<file path="src/rtl/clkwin_pkg.sv">
// Package: shared types and helpers for the clock window watchdog monitor.
// Assumes counts are unsigned and fit the widths chosen by the instantiating module.
package clkwin_pkg;

    // Channel index assignment: fixed by the status bit layout.
    localparam int CH_MOD  = 0;
    localparam int CH_FILT = 1;

    // Pair of limit flags kept per channel.
    typedef struct packed {
        logic lo;
        logic hi;
    } lim_flags_t;

    // Index of the gated driver enables inside the internal enable vector.
    typedef enum logic [1:0] {
        DRV_LS  = 2'd0,
        DRV_HS  = 2'd1,
        DRV_LIN = 2'd2
    } drv_idx_e;

    localparam int NUM_DRV = 3;

endpackage

</file>
<file path="src/rtl/clkwin_sync_edge.sv">
// Module: clkwin_sync_edge
// Brings an asynchronous clock-like signal into the reference domain through a
// STAGES-deep synchronizer and flags each rising edge for one reference cycle.
// Assumes the input stays high and low for at least one reference cycle each.
module clkwin_sync_edge #(
    parameter int STAGES = 2
) (
    input  logic clk_ref,
    input  logic rst_n,
    input  logic async_i,
    output logic rise_o
);

    logic [STAGES-1:0] sync_q;
    logic              prev_q;

    // Synchronizer chain plus one history flop for edge detection.
    always_ff @(posedge clk_ref) begin
        if (!rst_n) begin
            sync_q <= '0;
            prev_q <= 1'b0;
        end else begin
            sync_q <= {sync_q[STAGES-2:0], async_i};
            prev_q <= sync_q[STAGES-1];
        end
    end

    // Rising edge seen at the synchronizer output.
    assign rise_o = sync_q[STAGES-1] & ~prev_q;

endmodule

</file>
<file path="src/rtl/clkwin_window_timer.sv">
// Module: clkwin_window_timer
// Free-running counter of reference cycles that pulses win_end_o on the last
// cycle of every WIN_CYC-cycle window. The first window starts at reset release.
module clkwin_window_timer #(
    parameter int WIN_CYC = 256,
    localparam int WIN_W  = (WIN_CYC > 1) ? $clog2(WIN_CYC) : 1
) (
    input  logic clk_ref,
    input  logic rst_n,
    output logic win_end_o
);

    localparam logic [WIN_W-1:0] LAST = WIN_W'(WIN_CYC - 1);

    logic [WIN_W-1:0] tick_q;

    // Window position counter, wraps after the last cycle.
    always_ff @(posedge clk_ref) begin
        if (!rst_n) begin
            tick_q <= '0;
        end else if (tick_q == LAST) begin
            tick_q <= '0;
        end else begin
            tick_q <= tick_q + 1'b1;
        end
    end

    // Last cycle of the current window.
    assign win_end_o = (tick_q == LAST);

endmodule

</file>
<file path="src/rtl/clkwin_channel.sv">
// Module: clkwin_channel
// One frequency window channel: counts synchronized rising edges per window and,
// at each window end, compares the count with lower and upper limits that each
// carry hysteresis. A disabled channel reports in range, and the first window
// after it is enabled again is discarded. The edge arriving in the window-end
// cycle belongs to the closing window.
module clkwin_channel #(
    parameter int CW = 9
) (
    input  logic          clk_ref,
    input  logic          rst_n,
    input  logic          en_i,
    input  logic          rise_i,
    input  logic          win_end_i,
    input  logic [CW-1:0] lo_lim_i,
    input  logic [CW-1:0] hi_lim_i,
    input  logic [CW-1:0] hyst_i,
    output logic          oor_o,
    output logic          evt_o
);

    import clkwin_pkg::*;

    logic [CW-1:0] cnt_q;
    logic [CW-1:0] meas;
    logic [CW:0]   meas_w;
    logic [CW:0]   lo_rel;
    logic [CW:0]   hi_rel;
    logic          armed_q;
    logic          judge;
    lim_flags_t    flg_q;
    lim_flags_t    flg_nxt;

    // Count of the closing window, saturating at the counter width.
    always_comb begin
        if (rise_i && (cnt_q != '1)) begin
            meas = cnt_q + 1'b1;
        end else begin
            meas = cnt_q;
        end
    end

    assign meas_w = {1'b0, meas};
    assign lo_rel = {1'b0, lo_lim_i} + {1'b0, hyst_i};
    assign hi_rel = meas_w + {1'b0, hyst_i};
    assign judge  = win_end_i & en_i & armed_q;

    // Hysteresis decision for both limits at a window end.
    always_comb begin
        flg_nxt = flg_q;
        if (judge) begin
            if (flg_q.lo) begin
                flg_nxt.lo = (meas_w < lo_rel);
            end else begin
                flg_nxt.lo = (meas < lo_lim_i);
            end
            if (flg_q.hi) begin
                flg_nxt.hi = (hi_rel > {1'b0, hi_lim_i});
            end else begin
                flg_nxt.hi = (meas > hi_lim_i);
            end
        end
    end

    // Edge counter, restarted at each window end and held clear while disabled.
    always_ff @(posedge clk_ref) begin
        if (!rst_n || !en_i || win_end_i) begin
            cnt_q <= '0;
        end else begin
            cnt_q <= meas;
        end
    end

    // Arming: a channel only judges windows it has fully observed.
    always_ff @(posedge clk_ref) begin
        if (!rst_n) begin
            armed_q <= 1'b1;
        end else if (!en_i) begin
            armed_q <= 1'b0;
        end else if (win_end_i) begin
            armed_q <= 1'b1;
        end
    end

    // Limit flags, forced in range while the channel is disabled.
    always_ff @(posedge clk_ref) begin
        if (!rst_n || !en_i) begin
            flg_q <= '0;
        end else begin
            flg_q <= flg_nxt;
        end
    end

    assign oor_o = flg_q.lo | flg_q.hi;
    assign evt_o = judge & (flg_nxt.lo | flg_nxt.hi);

endmodule

</file>
<file path="src/rtl/clkwin_loss_det.sv">
// Module: clkwin_loss_det
// Declares the system clock lost when no synchronized rising edge has been seen
// for limit_i reference cycles; the next edge clears the condition.
// Assumes limit_i is at least 1 (a limit of 0 reports loss permanently).
module clkwin_loss_det #(
    parameter int LOSS_W = 6
) (
    input  logic              clk_ref,
    input  logic              rst_n,
    input  logic              rise_i,
    input  logic [LOSS_W-1:0] limit_i,
    output logic              lost_o
);

    logic [LOSS_W-1:0] idle_q;
    logic [LOSS_W-1:0] idle_nxt;
    logic              lost_q;

    // Idle cycle count since the last edge, saturating.
    always_comb begin
        if (rise_i) begin
            idle_nxt = '0;
        end else if (idle_q != '1) begin
            idle_nxt = idle_q + 1'b1;
        end else begin
            idle_nxt = idle_q;
        end
    end

    // Idle counter and registered loss decision.
    always_ff @(posedge clk_ref) begin
        if (!rst_n) begin
            idle_q <= '0;
            lost_q <= 1'b0;
        end else begin
            idle_q <= idle_nxt;
            lost_q <= (idle_nxt >= limit_i);
        end
    end

    assign lost_o = lost_q;

endmodule

</file>
<file path="src/rtl/clkwin_monitor.sv">
// Module: clkwin_monitor (top)
// Clock window watchdog: NCH frequency window channels sharing one window timer,
// a sticky interrupt request, and a system clock loss detector that gates the
// power-stage and LIN enables. All logic runs on clk_ref; mon_clk_i and
// sys_clk_i are asynchronous and slower than half the reference rate.
module clkwin_monitor #(
    parameter int WIN_CYC  = 256,
    parameter int NCH      = 2,
    parameter int LOSS_W   = 6,
    parameter int SYNC_STG = 2,
    localparam int CW      = $clog2(WIN_CYC + 1)
) (
    input  logic                   clk_ref,
    input  logic                   rst_n,
    input  logic [NCH-1:0]         mon_clk_i,
    input  logic                   sys_clk_i,
    input  logic [NCH-1:0]         ch_en_i,
    input  logic [NCH-1:0][CW-1:0] lo_lim_i,
    input  logic [NCH-1:0][CW-1:0] hi_lim_i,
    input  logic [NCH-1:0][CW-1:0] hyst_i,
    input  logic [LOSS_W-1:0]      loss_limit_i,
    input  logic                   nmi_clr_i,
    input  logic                   ls_en_i,
    input  logic                   hs_en_i,
    input  logic                   lin_en_i,
    output logic [NCH-1:0]         oor_o,
    output logic                   nmi_o,
    output logic                   sys_lost_o,
    output logic                   ls_en_o,
    output logic                   hs_en_o,
    output logic                   lin_en_o
);

    import clkwin_pkg::*;

    logic                win_end;
    logic [NCH-1:0]      mon_rise;
    logic [NCH-1:0]      ch_evt;
    logic                sys_rise;
    logic                nmi_q;
    logic [NUM_DRV-1:0]  drv_req;
    logic [NUM_DRV-1:0]  drv_q;

    // Shared measurement window.
    clkwin_window_timer #(.WIN_CYC(WIN_CYC)) u_win (
        .clk_ref   (clk_ref),
        .rst_n     (rst_n),
        .win_end_o (win_end)
    );

    // One synchronizer and window checker per monitored clock.
    for (genvar gi = 0; gi < NCH; gi++) begin : g_ch
        clkwin_sync_edge #(.STAGES(SYNC_STG)) u_sync (
            .clk_ref (clk_ref),
            .rst_n   (rst_n),
            .async_i (mon_clk_i[gi]),
            .rise_o  (mon_rise[gi])
        );

        clkwin_channel #(.CW(CW)) u_chan (
            .clk_ref   (clk_ref),
            .rst_n     (rst_n),
            .en_i      (ch_en_i[gi]),
            .rise_i    (mon_rise[gi]),
            .win_end_i (win_end),
            .lo_lim_i  (lo_lim_i[gi]),
            .hi_lim_i  (hi_lim_i[gi]),
            .hyst_i    (hyst_i[gi]),
            .oor_o     (oor_o[gi]),
            .evt_o     (ch_evt[gi])
        );
    end

    // System clock path: synchronizer then idle timeout.
    clkwin_sync_edge #(.STAGES(SYNC_STG)) u_sys_sync (
        .clk_ref (clk_ref),
        .rst_n   (rst_n),
        .async_i (sys_clk_i),
        .rise_o  (sys_rise)
    );

    clkwin_loss_det #(.LOSS_W(LOSS_W)) u_loss (
        .clk_ref (clk_ref),
        .rst_n   (rst_n),
        .rise_i  (sys_rise),
        .limit_i (loss_limit_i),
        .lost_o  (sys_lost_o)
    );

    // Sticky interrupt request: a new event outranks a clear in the same cycle.
    always_ff @(posedge clk_ref) begin
        if (!rst_n) begin
            nmi_q <= 1'b0;
        end else begin
            nmi_q <= (nmi_q & ~nmi_clr_i) | (|ch_evt);
        end
    end

    assign nmi_o = nmi_q;

    // Collect requested enables in driver order.
    always_comb begin
        drv_req          = '0;
        drv_req[DRV_LS]  = ls_en_i;
        drv_req[DRV_HS]  = hs_en_i;
        drv_req[DRV_LIN] = lin_en_i;
    end

    // Registered enables, forced off while the system clock is lost.
    for (genvar gd = 0; gd < NUM_DRV; gd++) begin : g_drv
        always_ff @(posedge clk_ref) begin
            if (!rst_n) begin
                drv_q[gd] <= 1'b0;
            end else begin
                drv_q[gd] <= drv_req[gd] & ~sys_lost_o;
            end
        end
    end

    assign ls_en_o  = drv_q[DRV_LS];
    assign hs_en_o  = drv_q[DRV_HS];
    assign lin_en_o = drv_q[DRV_LIN];

endmodule

</file>
<file path="config.mk">
export PLATFORM = sky130hd
export DESIGN_NAME = clkwin_monitor
export DESIGN_NICKNAME = d
export VERILOG_FILES = /design/src/rtl/clkwin_pkg.sv /design/src/rtl/clkwin_sync_edge.sv /design/src/rtl/clkwin_window_timer.sv /design/src/rtl/clkwin_channel.sv /design/src/rtl/clkwin_loss_det.sv /design/src/rtl/clkwin_monitor.sv
export SDC_FILE = /design/constraint.sdc
export NUM_CORES = 1
export LEC_CHECK = 0
export BUFFER_PORTS_ARGS = -buffer_cell sky130_fd_sc_hd__buf_2
export CAP_MARGIN = 20
export CORE_MARGIN = 2
export CORE_UTILIZATION = 43
export DETAILED_ROUTE_END_ITERATION = 16
export PLACE_DENSITY = 0.59
export REMOVE_ABC_BUFFERS = 1
export SYNTH_ARGS = -nofsm -noshare
export SYNTH_HDL_FRONTEND = slang
export SYNTH_HIERARCHICAL = 1
export SYNTH_SLANG_ARGS = --single-unit
</file>
<file path="constraint.sdc">
create_clock -name clk_ref -period 5.4 [get_ports clk_ref]
set_input_delay 0.27 -clock clk_ref [delete_from_list [all_inputs] [get_ports clk_ref]]
set_output_delay 0.27 -clock clk_ref [all_outputs]
set_load 0.02 [all_outputs]
</file>
==> results by group <==
Detailed routing
  – Vias/cell: 5.194
  – Vias: 4794
  – Post-Route WL: 13090 um
  – DRT Pass-1 Iters: 4
  – Initial DRC Count: 189
  – DRC: 0
  – Post-route ant nets: 0
  – Avg WL per Cell: 14.19 um

CTS
  – CTS sink count: 52
  – Clock-pin slew on the worst setup and hold paths: 0.07 ns
  – CTS Root Cell: clkbuf_16
  – CTS tree: built
  – CTS buffer count: 5
  – Hold buffers post-CTS: 0
  – Post-CTS Resized: 0
  – Clk buf depth: 2
  – # Post-CTS Setup Buffers: 0
  – Worst skew pair latency: 0.29 ns
  – CTS H-Tree Depth: 2

Critical path
  – Ordered list of cells on the worst path: ha_1 -> nand3_1 -> nor2_1 -> ha_1 -> nand2b_1 -> mux2i_1 -> inv_1 -> ha_1 -> a211oi_1 -> o21bai_1 -> a21oi_1 -> o21ai_0 -> xor2_1 -> ha_1 -> nand3_1 -> nor3_1 -> a21oi_1 -> o22ai_1 -> a21oi_1 -> o31a_1
  – Most frequent CP cell: ha_1
  – CP Data Required Time: 5.58 ns
  – Startpoint Class: flop
  – Critical setup path kind: flop to flop
  – Worst R2R Setup Slack: 0.79 ns
  – Reg2reg path depth: 20
  – Worst path max stage delay: 0.39 ns
  – Slowest CP cell: dfxtp_1
  – Worst-path fanout max: 5
  – Critical Path End Type: flop
  – WP data arrival: 4.79 ns

Floorplan
  – Ports: 78
  – Die W: 116.3 um
  – Core Box Area: 0.01247 mm2
  – Die ar.: 0.01352 mm2
  – Die Ht: 116.3 um
  – Starting density of the core: 43.49%
  – # rows: 41

STA
  – Worst Tran Pin Value: 0.5467 ns
  – Minimum clock period: 4.610 ns
  – Final Hold Fails: 0
  – Hold Slack: 0.1824 ns
  – Final setup fails: 0
  – Crit share post-route: 85.37%
  – Setup TNS: 0 ns
  – Unrepaired setup endpoints after global routing: no
  – Normalized max-slew margin: 63.43%
  – Final Skew: 0.006490 ns
  – Peak Freq: 216.9 MHz
  – Fin. max-slew vios: 0

Yosys
  – Synth top area share: 26.77%
  – Sequential fraction of the synthesis area: 19.20%
  – Synthesized cell area: 0.005421 mm2
  – Synth area leader: ha_1
  – Synth cell types: 63
  – Synth Register Bits: 52
  – Async SR Flop Fraction: 0%
  – Cells after synthesis: 657
  – Syn Area/Cell: 8.252 um2
  – Ys flop type: dfxtp_1
  – Synth warnings: 6
  – EDFF count, synth: 0
  – Area contributors post-synth: ha_1 (27%), dfxtp_1 (19%), nand2_1 (4.3%), inv_1 (4.2%), a21oi_1 (3.6%)

Place
  – Area post-placement: 0.006097 mm2
  – Buffers on Ports: 77
  – Hpwl dp: 11360 um
  – Routability congestion estimate from global placement: 0.8754

Pwr
  – PwrDens: 165.7 mW/mm2
  – Leak Pwr: 3.133 nW
  – Pwr Total: 1.040 mW
  – Peak supply drop: 0.1188 mV

Finish
  – Commonest cells after routing, fill and taps aside: ha_1 (116), buf_2 (77), nand2_1 (62)
  – Commonest non-fill, non-tap cell in the layout: ha_1
  – Post-route cell area: 0.006275 mm2
  – Final core utilization: 50.34%
  – Layout cells sized above 1: 17.58%
  – Area Growth Syn to Fin: 15.74%
  – Number of antenna diodes: 0
  – Final net count: 941

Hold path
  – Min-delay worst type: primary input to flop
  – Hold path depth: 2

Global routing
  – GRT Total Usage: 19.66%
  – Via count of the first global-routing pass: 4566
  – Initial antenna violation count: 0
  – GR Overflow Total: 0
  – Largest net degree at the start of global routing: 22
  – First-pass GRT wire length: 21270 um

Outcome
  – Outcome: finished clean

Run
  – Max cap viols: 0
metal layers:
metal  vias up  track usage, %  part of all wire (%)
met5         -               0                     0
met4         0           3.968                   1.8
met3        18           2.231                   2.6
met2        88           36.94                    50
met1      2169           24.13                    45
li1       2519               -                     -
cell families (layout without fill, tap and decap cells):
group | count (synthesis) | count (layout) | share of synthesized area [%]
AND/OR/NAND/NOR | 242 | 242 | 23.47
AO/OA/AOI/OAI | 138 | 138 | 17.49
adder cells (fa/ha/maj) | 120 | 120 | 28.25
buffers and inverters | 62 | 156 | 4.293
flip-flops | 52 | 52 | 19.20
XOR/XNOR | 40 | 40 | 6.739
multiplexers | 3 | 3 | 0.5539
synth_stat cells, types with 12 or more instances:
library cell and count:
nand2b_1 12, and2_1 13, xor2_1 17, nor3_1 17
inv_1 60, nor2_1 49, xnor2_1 21, a21oi_1 39
nor2b_1 17, nand2_1 62, ha_1 116, dfxtp_1 52
o21ai_0 26, a211oi_1 12, nand3_1 24
stage by stage:
| stage | setup slack, ns | instances |
|---|---|---|
| after floorplan | 1.355 | 655 |
| after global placement | 0.8592 | 915 |
| after detailed placement | 0.8032 | 915 |
| after CTS | 0.7875 | 923 |
| after global routing | 0.3959 | 923 |
| final | 0.7902 | 923 |
area by class of cell:
cell class	count	area, um2
clock buffers	6	138.9
fillers	1239	6191
clock inverters	2	38.79
well taps	172	215.2
flip-flops and latches	52	1041
multi-input cells	543	4148
repair buffers	88	467.9
inverters	60	225.2
worst max-delay path, delay by kind of cell (launching register included):
family | cells | cell delay, ns
buffers and inverters | 1 | 0.18
and+or+nand+nor | 5 | 0.79
adders and majority gates | 4 | 1.10
AOI/OAI and AO/OA | 8 | 1.49
muxes | 1 | 0.37
xor gates and xnor gates | 1 | 0.17
DFF | 1 | 0.39
path summary, 6_finish.rpt:
path | startpoint | to
min | ls_en_i | ls_en_o
min reg2reg | g_ch[1].u_sync/sync_q[0] | g_ch[1].u_sync/sync_q[1]
max | g_ch[0].u_chan/cnt_q[0] | nmi_o
max reg2reg | g_ch[0].u_chan/cnt_q[0] | nmi_o
flip-flops by register name, indices dropped and copies added (netlist names), 2 cells and up:
register / count
g_ch.u_chan/cnt_q: 18
u_win/tick_q: 8
u_loss/idle_q: 6
g_ch.u_chan/flg_q: 4
g_ch.u_sync/sync_q: 4
g_ch.u_chan/armed_q: 2
g_ch.u_sync/prev_q: 2
u_sys_sync/sync_q: 2
power by group:
part	total (mW)	internal, mW	switching, mW
clock	0.368	0.232	0.136
combinational	0.271	0.121	0.150
sequential	0.401	0.394	0.00697
total	1.04	0.747	0.293
(Power assumes the default switching activity.)
